[src/rtl/drmem_pkg.sv]
package drmem_pkg;

    typedef enum logic [2:0] {
        ST_IDLE,
        ST_WAKE,
        ST_ISSUE,
        ST_SAMPLE,
        ST_ACCESS,
        ST_RESPOND,
        ST_WBACK,
        ST_RECOVER
    } seq_state_e;

endpackage

[src/rtl/drmem_power.sv]
module drmem_power #(
    parameter int WAKE_CYC = 4
) (
    input  logic clk,
    input  logic rst_n,
    input  logic cfg_array_en,
    input  logic busy,
    output logic mem_pwr,
    output logic awake,
    output logic wake_done
);
    localparam int CW = $clog2(WAKE_CYC + 1);

    logic [CW-1:0] up_cnt;

    assign mem_pwr = cfg_array_en | busy;

    // counts cycles the supply has been up, saturating at the wake delay
    always_ff @(posedge clk or negedge rst_n) begin
        if (!rst_n)
            up_cnt <= '0;
        else if (!mem_pwr)
            up_cnt <= '0;
        else if (up_cnt != CW'(WAKE_CYC))
            up_cnt <= up_cnt + 1'b1;
    end

    assign awake     = mem_pwr && (up_cnt == CW'(WAKE_CYC));
    assign wake_done = (up_cnt >= CW'(WAKE_CYC - 1));

endmodule

[src/rtl/drmem_fsm.sv]
module drmem_fsm
    import drmem_pkg::*;
#(
    parameter int WW = 4
) (
    input  logic          clk,
    input  logic          rst_n,
    input  logic          req_valid,
    input  logic [WW-1:0] cfg_access_wait,
    input  logic [WW-1:0] cfg_cycle_wait,
    input  logic          op_write,
    input  logic          awake,
    input  logic          wake_done,
    output seq_state_e    state,
    output logic          busy,
    output logic          req_ready
);
    seq_state_e    state_d;
    logic [WW-1:0] cnt, cnt_d;

    always_ff @(posedge clk or negedge rst_n) begin
        if (!rst_n) begin
            state <= ST_IDLE;
            cnt   <= '0;
        end else begin
            state <= state_d;
            cnt   <= cnt_d;
        end
    end

    always_comb begin
        state_d = state;
        cnt_d   = cnt;
        unique case (state)
            ST_IDLE:
                if (req_valid) state_d = awake ? ST_ISSUE : ST_WAKE;
            ST_WAKE:
                if (wake_done) state_d = ST_ISSUE;
            ST_ISSUE:
                state_d = ST_SAMPLE;
            ST_SAMPLE: begin
                cnt_d   = WW'(1);
                state_d = (cfg_access_wait == '0) ? ST_RESPOND : ST_ACCESS;
            end
            ST_ACCESS:
                if (cnt >= cfg_access_wait) state_d = ST_RESPOND;
                else cnt_d = cnt + 1'b1;
            ST_RESPOND: begin
                cnt_d = WW'(1);
                if (!op_write)                 state_d = ST_WBACK;
                else if (cfg_cycle_wait == '0) state_d = ST_IDLE;
                else                           state_d = ST_RECOVER;
            end
            ST_WBACK: begin
                cnt_d   = WW'(1);
                state_d = (cfg_cycle_wait == '0) ? ST_IDLE : ST_RECOVER;
            end
            ST_RECOVER:
                if (cnt >= cfg_cycle_wait) state_d = ST_IDLE;
                else cnt_d = cnt + 1'b1;
            default:
                state_d = ST_IDLE;
        endcase
    end

    always_comb begin
        busy      = (state != ST_IDLE);
        req_ready = (state == ST_RESPOND);
    end

    a_r2_ready_single: assert property (@(posedge clk) disable iff (!rst_n)
        req_ready |=> !req_ready);

    a_r9_issue_when_awake: assert property (@(posedge clk) disable iff (!rst_n)
        (state == ST_ISSUE) |-> awake);

endmodule

[src/rtl/drmem_datapath.sv]
module drmem_datapath
    import drmem_pkg::*;
#(
    parameter int AW = 10,
    parameter int DW = 16
) (
    input  logic            clk,
    input  logic            rst_n,
    input  seq_state_e      state,
    input  logic            req_valid,
    input  logic            req_write,
    input  logic [AW-1:0]   req_addr,
    input  logic [DW-1:0]   req_wdata,
    input  logic [DW/8-1:0] req_be,
    input  logic [DW-1:0]   mem_rdata,
    output logic            op_write,
    output logic [DW-1:0]   rsp_rdata,
    output logic            mem_cs,
    output logic            mem_we,
    output logic            mem_wb,
    output logic [AW-1:0]   mem_addr,
    output logic [DW-1:0]   mem_wdata,
    output logic [DW/8-1:0] mem_be
);
    localparam int NB = DW / 8;

    logic [AW-1:0] op_addr;
    logic [DW-1:0] op_wdata;
    logic [NB-1:0] op_be;
    logic [DW-1:0] cap_q;

    always_ff @(posedge clk or negedge rst_n) begin
        if (!rst_n) begin
            op_write <= 1'b0;
            op_addr  <= '0;
            op_wdata <= '0;
            op_be    <= '0;
        end else if (state == ST_IDLE && req_valid) begin
            op_write <= req_write;
            op_addr  <= req_addr;
            op_wdata <= req_wdata;
            op_be    <= req_be;
        end
    end

    // capture per byte lane in the cycle after the read command
    for (genvar b = 0; b < NB; b++) begin : g_lane
        always_ff @(posedge clk or negedge rst_n) begin
            if (!rst_n)
                cap_q[8*b +: 8] <= '0;
            else if (state == ST_SAMPLE && !op_write)
                cap_q[8*b +: 8] <= mem_rdata[8*b +: 8];
        end
    end

    assign rsp_rdata = cap_q;

    always_comb begin
        mem_cs    = 1'b0;
        mem_we    = 1'b0;
        mem_wb    = 1'b0;
        mem_addr  = op_addr;
        mem_wdata = op_wdata;
        mem_be    = {NB{1'b1}};
        unique case (state)
            ST_ISSUE: begin
                mem_cs = 1'b1;
                mem_we = op_write;
                if (op_write) mem_be = op_be;
            end
            ST_WBACK: begin
                mem_cs    = 1'b1;
                mem_we    = 1'b1;
                mem_wb    = 1'b1;
                mem_wdata = cap_q;
            end
            default: ;
        endcase
    end

    a_r5_wb_only_after_read: assert property (@(posedge clk) disable iff (!rst_n)
        mem_wb |-> !op_write);

endmodule

[src/rtl/drmem_seq.sv]
module drmem_seq
    import drmem_pkg::*;
#(
    parameter int AW       = 10,
    parameter int DW       = 16,
    parameter int WW       = 4,
    parameter int WAKE_CYC = 4
) (
    input  logic            clk,
    input  logic            rst_n,
    input  logic            cfg_array_en,
    input  logic [WW-1:0]   cfg_access_wait,
    input  logic [WW-1:0]   cfg_cycle_wait,
    input  logic            req_valid,
    input  logic            req_write,
    input  logic [AW-1:0]   req_addr,
    input  logic [DW-1:0]   req_wdata,
    input  logic [DW/8-1:0] req_be,
    output logic            req_ready,
    output logic [DW-1:0]   rsp_rdata,
    output logic            mem_pwr,
    output logic            mem_cs,
    output logic            mem_we,
    output logic            mem_wb,
    output logic [AW-1:0]   mem_addr,
    output logic [DW-1:0]   mem_wdata,
    output logic [DW/8-1:0] mem_be,
    input  logic [DW-1:0]   mem_rdata
);
    seq_state_e state;
    logic       busy, awake, wake_done, op_write;

    drmem_power #(.WAKE_CYC(WAKE_CYC)) u_power (
        .clk          (clk),
        .rst_n        (rst_n),
        .cfg_array_en (cfg_array_en),
        .busy         (busy),
        .mem_pwr      (mem_pwr),
        .awake        (awake),
        .wake_done    (wake_done)
    );

    drmem_fsm #(.WW(WW)) u_fsm (
        .clk             (clk),
        .rst_n           (rst_n),
        .req_valid       (req_valid),
        .cfg_access_wait (cfg_access_wait),
        .cfg_cycle_wait  (cfg_cycle_wait),
        .op_write        (op_write),
        .awake           (awake),
        .wake_done       (wake_done),
        .state           (state),
        .busy            (busy),
        .req_ready       (req_ready)
    );

    drmem_datapath #(.AW(AW), .DW(DW)) u_dp (
        .clk       (clk),
        .rst_n     (rst_n),
        .state     (state),
        .req_valid (req_valid),
        .req_write (req_write),
        .req_addr  (req_addr),
        .req_wdata (req_wdata),
        .req_be    (req_be),
        .mem_rdata (mem_rdata),
        .op_write  (op_write),
        .rsp_rdata (rsp_rdata),
        .mem_cs    (mem_cs),
        .mem_we    (mem_we),
        .mem_wb    (mem_wb),
        .mem_addr  (mem_addr),
        .mem_wdata (mem_wdata),
        .mem_be    (mem_be)
    );

    a_r8_cmd_needs_power: assert property (@(posedge clk) disable iff (!rst_n)
        mem_cs |-> mem_pwr);

    a_r4_wb_after_ready: assert property (@(posedge clk) disable iff (!rst_n)
        mem_wb |-> $past(req_ready));

    a_r4_read_then_wb: assert property (@(posedge clk) disable iff (!rst_n)
        (req_ready && !op_write) |=> (mem_cs && mem_we && mem_wb));

endmodule

[config.mk]
export PLATFORM = sky130hd
export DESIGN_NAME = drmem_seq
export DESIGN_NICKNAME = d
export VERILOG_FILES = /design/src/rtl/drmem_pkg.sv /design/src/rtl/drmem_power.sv /design/src/rtl/drmem_fsm.sv /design/src/rtl/drmem_datapath.sv /design/src/rtl/drmem_seq.sv
export SDC_FILE = /design/constraint.sdc
export NUM_CORES = 1
export LEC_CHECK = 0
export ABC_AREA = 1
export BUFFER_PORTS_ARGS = -buffer_cell sky130_fd_sc_hd__buf_2
export CAP_MARGIN = 20
export CELL_PAD_IN_SITES_DETAIL_PLACEMENT = 0
export CELL_PAD_IN_SITES_GLOBAL_PLACEMENT = 1
export CORE_MARGIN = 4
export CORE_UTILIZATION = 40
export CTS_CLUSTER_SIZE = 40
export DETAILED_ROUTE_END_ITERATION = 6
export GPL_TIMING_DRIVEN = 0
export PLACE_DENSITY = 0.88
export SLEW_MARGIN = 15
export SYNTH_ARGS = -nofsm -noshare
export SYNTH_HDL_FRONTEND = slang
export SYNTH_SLANG_ARGS = --single-unit
[constraint.sdc]
create_clock -name clk -period 2.9 [get_ports clk]
set_input_delay 0.58 -clock clk [delete_from_list [all_inputs] [get_ports clk]]
set_output_delay 0.58 -clock clk [all_outputs]
set_load 0.01 [all_outputs]
; After elaboration in Yosys (flattened, before gate mapping)
; Cells that the tools add are included.
[totals]
regBits = 55
input_bits = 57
elab_cells = 64
[classes]
n_addsub = 2
n_lt_le_gt_ge = 3
n_eq_ne = 16
n_mux = 20
bitwise_logic = 1
reduce_logical = 13
[ops]
columns = cell, count
row1 = $mux 3, 8
row2 = $pmux 3 s8, 1
row3 = $mux 16, 1
row4 = $eq 3x3->1 const B, 5
row5 = $pmux 4 s3, 1
row6 = $ge 4x4->1, 2
row7 = $logic_not 4->1, 2
row8 = $mux 4, 2
row9 = $ne 2x2->1 const B, 4
row10 = $eq 3x2->1 const B, 2
row11 = $mux 2, 3
row12 = $ne 2x1->1 const B, 3
row13 = $reduce_bool 3->1, 2
row14 = $add 4x1->4 const B, 1
row15 = $reduce_and 4->1, 1
row16 = $add 3x1->3 const B, 1
row17 = $eq 3x1->1 const B, 1
row18 = $ge 3x2->1 const B, 1
row19 = $logic_and 1x1->1, 3
row20 = $logic_not 3->1, 1
row21 = $mux 1, 3
row22 = $ne 3x3->1 const B, 1
row23 = $reduce_and 3->1, 1
row24 = $reduce_or 3->1, 1
row25 = other kinds (4), 4

; Logic depth before layout (Yosys ltp)
[depth]
word_depth = 6
depth_mapped = 11

; Modules after synthesis
; Synthesis repeated with hierarchy kept, for this count alone.
[unflattened]
hier_cells = 419
area_unflattened_um2 = 3185.6
[modules_own_cells]
columns = mod, instances, cells_per_inst, area_per_inst_um2, seq_area_each_um2
row1 = drmem_datapath, 1, 262, 2127.0, 1126.1
row2 = drmem_fsm, 1, 132, 855.8, 175.2
row3 = drmem_power, 1, 25, 202.7, 75.1

; Least setup slack after synthesis
; Ideal clock, no wire load.
[synth_path]
path_kind = register to output
start = register u_fsm.state[0]
end = output port mem_wdata[10]
arrival_time_ns = 1.177
required_ns = 2.320
slack_ns = 1.143
stages_incl_launch_ff = 7
path_buffers = 1
cell_sequence = dfrtp_1 inv_1 nand2_1 nor2_4 buf_2 nand2_1 nand2_1
[synth_between]
elab_chain_cells = 2
[synth_lines]
columns = element, line_no
row1 = "start, declared", drmem_fsm.sv:14  ; output seq_state_e state,
row2 = "start signal, assigned", drmem_fsm.sv:26  ; state <= state_d;
row3 = $eq 3x3->1, drmem_datapath.sv:65  ; unique case (state)
row4 = $mux 16, drmem_datapath.sv:65
row5 = "end, declared", drmem_seq.sv:26  ; output logic [DW-1:0] mem_wdata,
; No other way between the ends.

; Worst setup path in the final report
; Same ends and word-level chain as after synthesis.

==> metrics.txt <==
die area 8876 µm²; Fin. Hold Viols 0; Lkg Pwr 2.180 nW; Worst-Margin Slew 687.2 ps; standard-cell row count 31; Die Width 94.21 µm; filler cell count in the final layout 685; total wire length 6.779 mm; clk_skew 8.136 ps; Residual DRC 0; # diodes 0; Inserted Clock Buffers 5; routed len/inst 13.19 µm; DR vias/cell 4.543; grt peak-use layer met2; register area 1376 µm²; Ys Warns 0; clock-pin transition on the worst setup and hold timing paths 100 ps; H-tree depth 2; register share of total power 0.361; fmax 0.3983 GHz; Total Routing Usage GR 0.1558; Clock power frac 0.124; Initial Util 0.4099; top cell type's share of synthesized area 0.4630; most frequent cell after synthesis nand2_1; CTS max path bufs 2; number of flops mapped to enable cells by yosys 0; arrival time at the worst endpoint 1930 ps; Commonest cells post-synth nand2_1 (91), dfrtp_1 (55), mux2_4 (34), inv_1 (31), nor2_1 (21); Startpoint Class flop; Routed Antenna Nets 0; Nets 484; area of the multi-input gates 1410 µm²; Sw Share 0.3884; Synth Flop Type dfrtp_1; Resized Gates After CTS 0; Async SR Flop Fraction 1.000; hold_ws 303.9 ps; CP bufs+invs 4; Finish-stage setup viols 0; design area 3731 µm²; max_cap viols 0; Critical Path Sink Type output port; Synth area leader dfrtp_1; TritonCTS clock tree yes; Slew HR 0.5419; post-synthesis cell type count 23; first-pass GRT wire length 10.94 mm; IO Count 106; PD cells 1058 nW/µm²; setup_tns 0 ps; Post-CTS Hold Buffers 0; Mapped Cells 303; initial antenna violation count 0; largest cells by area after synthesis dfrtp_1 (46%), mux2_4 (17%), nand2_1 (11%), ha_1 (5.1%), inv_1 (3.9%); routing usage on met3 0.04006; CTS Sinks 55; internal power 0.002413 W; Final Power 0.003946 W; CORE AREA 7253 µm²; slowest stage delay, CP 470 ps; vias in the first global route 2360; Comb pwr share 0.514; switching pwr 0.001533 W; Final Util 0.5144; most used cell, CP nand2_1; CP Cell Sequence inv_1 -> nand2_1 -> nor2_4 -> inv_2 -> buf_2 -> nand2_1 -> nand2_1 -> buf_2; placed instance area 3625 µm²; latest clock arrival within the worst-skew pair 300 ps; syn_nets 372; area grow syn2layout 25.51%; Peak VDD IR 0.5282 mV; IO Port Bufs 105; met2 GRT Util 0.2595; initial DRC count 50; minimum clock period 2511 ps; CP max FO 10; #FFs+latches synth 55; unrepaired setup endpoints after global routing no; register area share after synthesis 0.4630; WP data required 2320 ps; Setup CP Type reg -> out; Syn Std Cell Area 2973 µm²; path category of the worst min-delay check in -> async; DP HPWL 5.227 mm; CP top delay family buffers and inverters; Die Height 94.21 µm; grt total ovfl 0; Syn Area/Cell 9.811 µm²; gp weighted congestion 0.7764; layout cell share with drive strength beyond 1 0.4072; largest net degree at the start of global routing 56; status finished, final reports clean; max-slew violations 0; met1 Use GR 0.2027; DR vias 2335; root buf cell clkbuf_8; final period utilization 0.8658; router iterations before antenna repair 4; critical path's slowest cell dfrtp_1; # Post-CTS Setup Buffers 0
## worst register-to-register path, cell delays in order, from the launching register on
cell and delay [ps]:
dfrtp_1 410, inv_1 100, ha_1 280, nand2_1 60
inv_1 30, nand2_1 70, nand4_1 190, nand2_1 210
inv_1 90, nand2_1 60, nand2_1 50
## sequential cells by signal, indices dropped and copies added (netlist names)
name	cells
u_dp.op_be	2
u_power.up_cnt	3
u_dp.op_wdata	16
u_fsm.cnt	4
u_dp.op_write	1
u_fsm.state	3
u_dp.mem_addr	10
u_dp.rsp_rdata	16
## placed cells by master, fill, tap and decap left out, types with 2 or more instances in the layout
master / Yosys / layout
nand2_1: 91 / 91
o21ai_1: 2 / 2
nand3_1: 12 / 12
inv_1: 31 / 31
o21ai_0: 6 / 6
clkbuf_8: 0 / 5
nand2_2: 2 / 2
mux2_4: 34 / 34
ha_1: 12 / 12
mux2_2: 8 / 8
nand4_1: 6 / 6
nor2_1: 21 / 21
buf_2: 2 / 106
inv_2: 4 / 4
dfrtp_1: 55 / 55
buf_6: 4 / 4
a21oi_1: 6 / 6
## per-layer routing
metal | part of all wire | vias to the layer above
met5 | 0 | -
met4 | 0.0063 | 0
met3 | 0.065 | 5
met2 | 0.48 | 65
met1 | 0.45 | 1072
li1 | - | 1193
## metrics by stage
stage | std cells | setup WS [ps]
2_1_floorplan | 303 | 1143
3_5_place_dp | 507 | 745.6
6_report | 514 | 389.3
5_1_grt | 514 | 213.4
4_1_cts | 514 | 385.5
3_3_place_gp | 507 | 740.7
## area by class of cell
class                           instances  area share
Multi-Input combinational cell        207      0.3779
Sequential cell                        55      0.3689
Timing Repair Buffer                  105      0.1415
Inverter                               35     0.03521
Tap cell                               99     0.03320
Clock buffer                            5     0.01844
Buffer                                  6     0.01476
Clock inverter                          2     0.01006
## final timing paths
check | startpoint | endpoint | slack (ps) | cells after the start
min | rst_n | u_dp.rsp_rdata[3] | 300 | 1
min reg2reg | u_dp.mem_addr[3] | u_dp.mem_addr[3] | 520 | 1
min in group clk | mem_rdata[14] | u_dp.rsp_rdata[14] | 500 | 2
max | u_fsm.state[0] | mem_wdata[10] | 390 | 8
max reg2reg | u_fsm.cnt[0] | u_fsm.cnt[0] | 1240 | 10
max in group asynchronous | rst_n | u_dp.mem_addr[9] | 2130 | 1
## logic make-up after synthesis
kind of cell,Yosys count,share of synthesized area
AOI/OAI and AO/OA,15,0.02610
xor gates and xnor gates,2,0.005893
adders and majority gates,12,0.05050
buffers and inverters,41,0.06271
DFF,55,0.4630
muxes,42,0.2020
and+or+nand+nor,136,0.1898
## power groups by stage
| stage | logic (W) | clock network [W] | registers (W) |
|---|---|---|---|
| after floorplan | 0.00132 | 0 | 0.00147 |
| after global placement | 0.00201 | 0 | 0.00142 |
| after detailed placement | 0.00206 | 0 | 0.00143 |
| after CTS | 0.00206 | 0.000506 | 0.00143 |
| after global routing | 0.00228 | 0.000534 | 0.00148 |
| final | 0.00203 | 0.000490 | 0.00143 |
No activity file was read; power rests on OpenSTA's default activity.
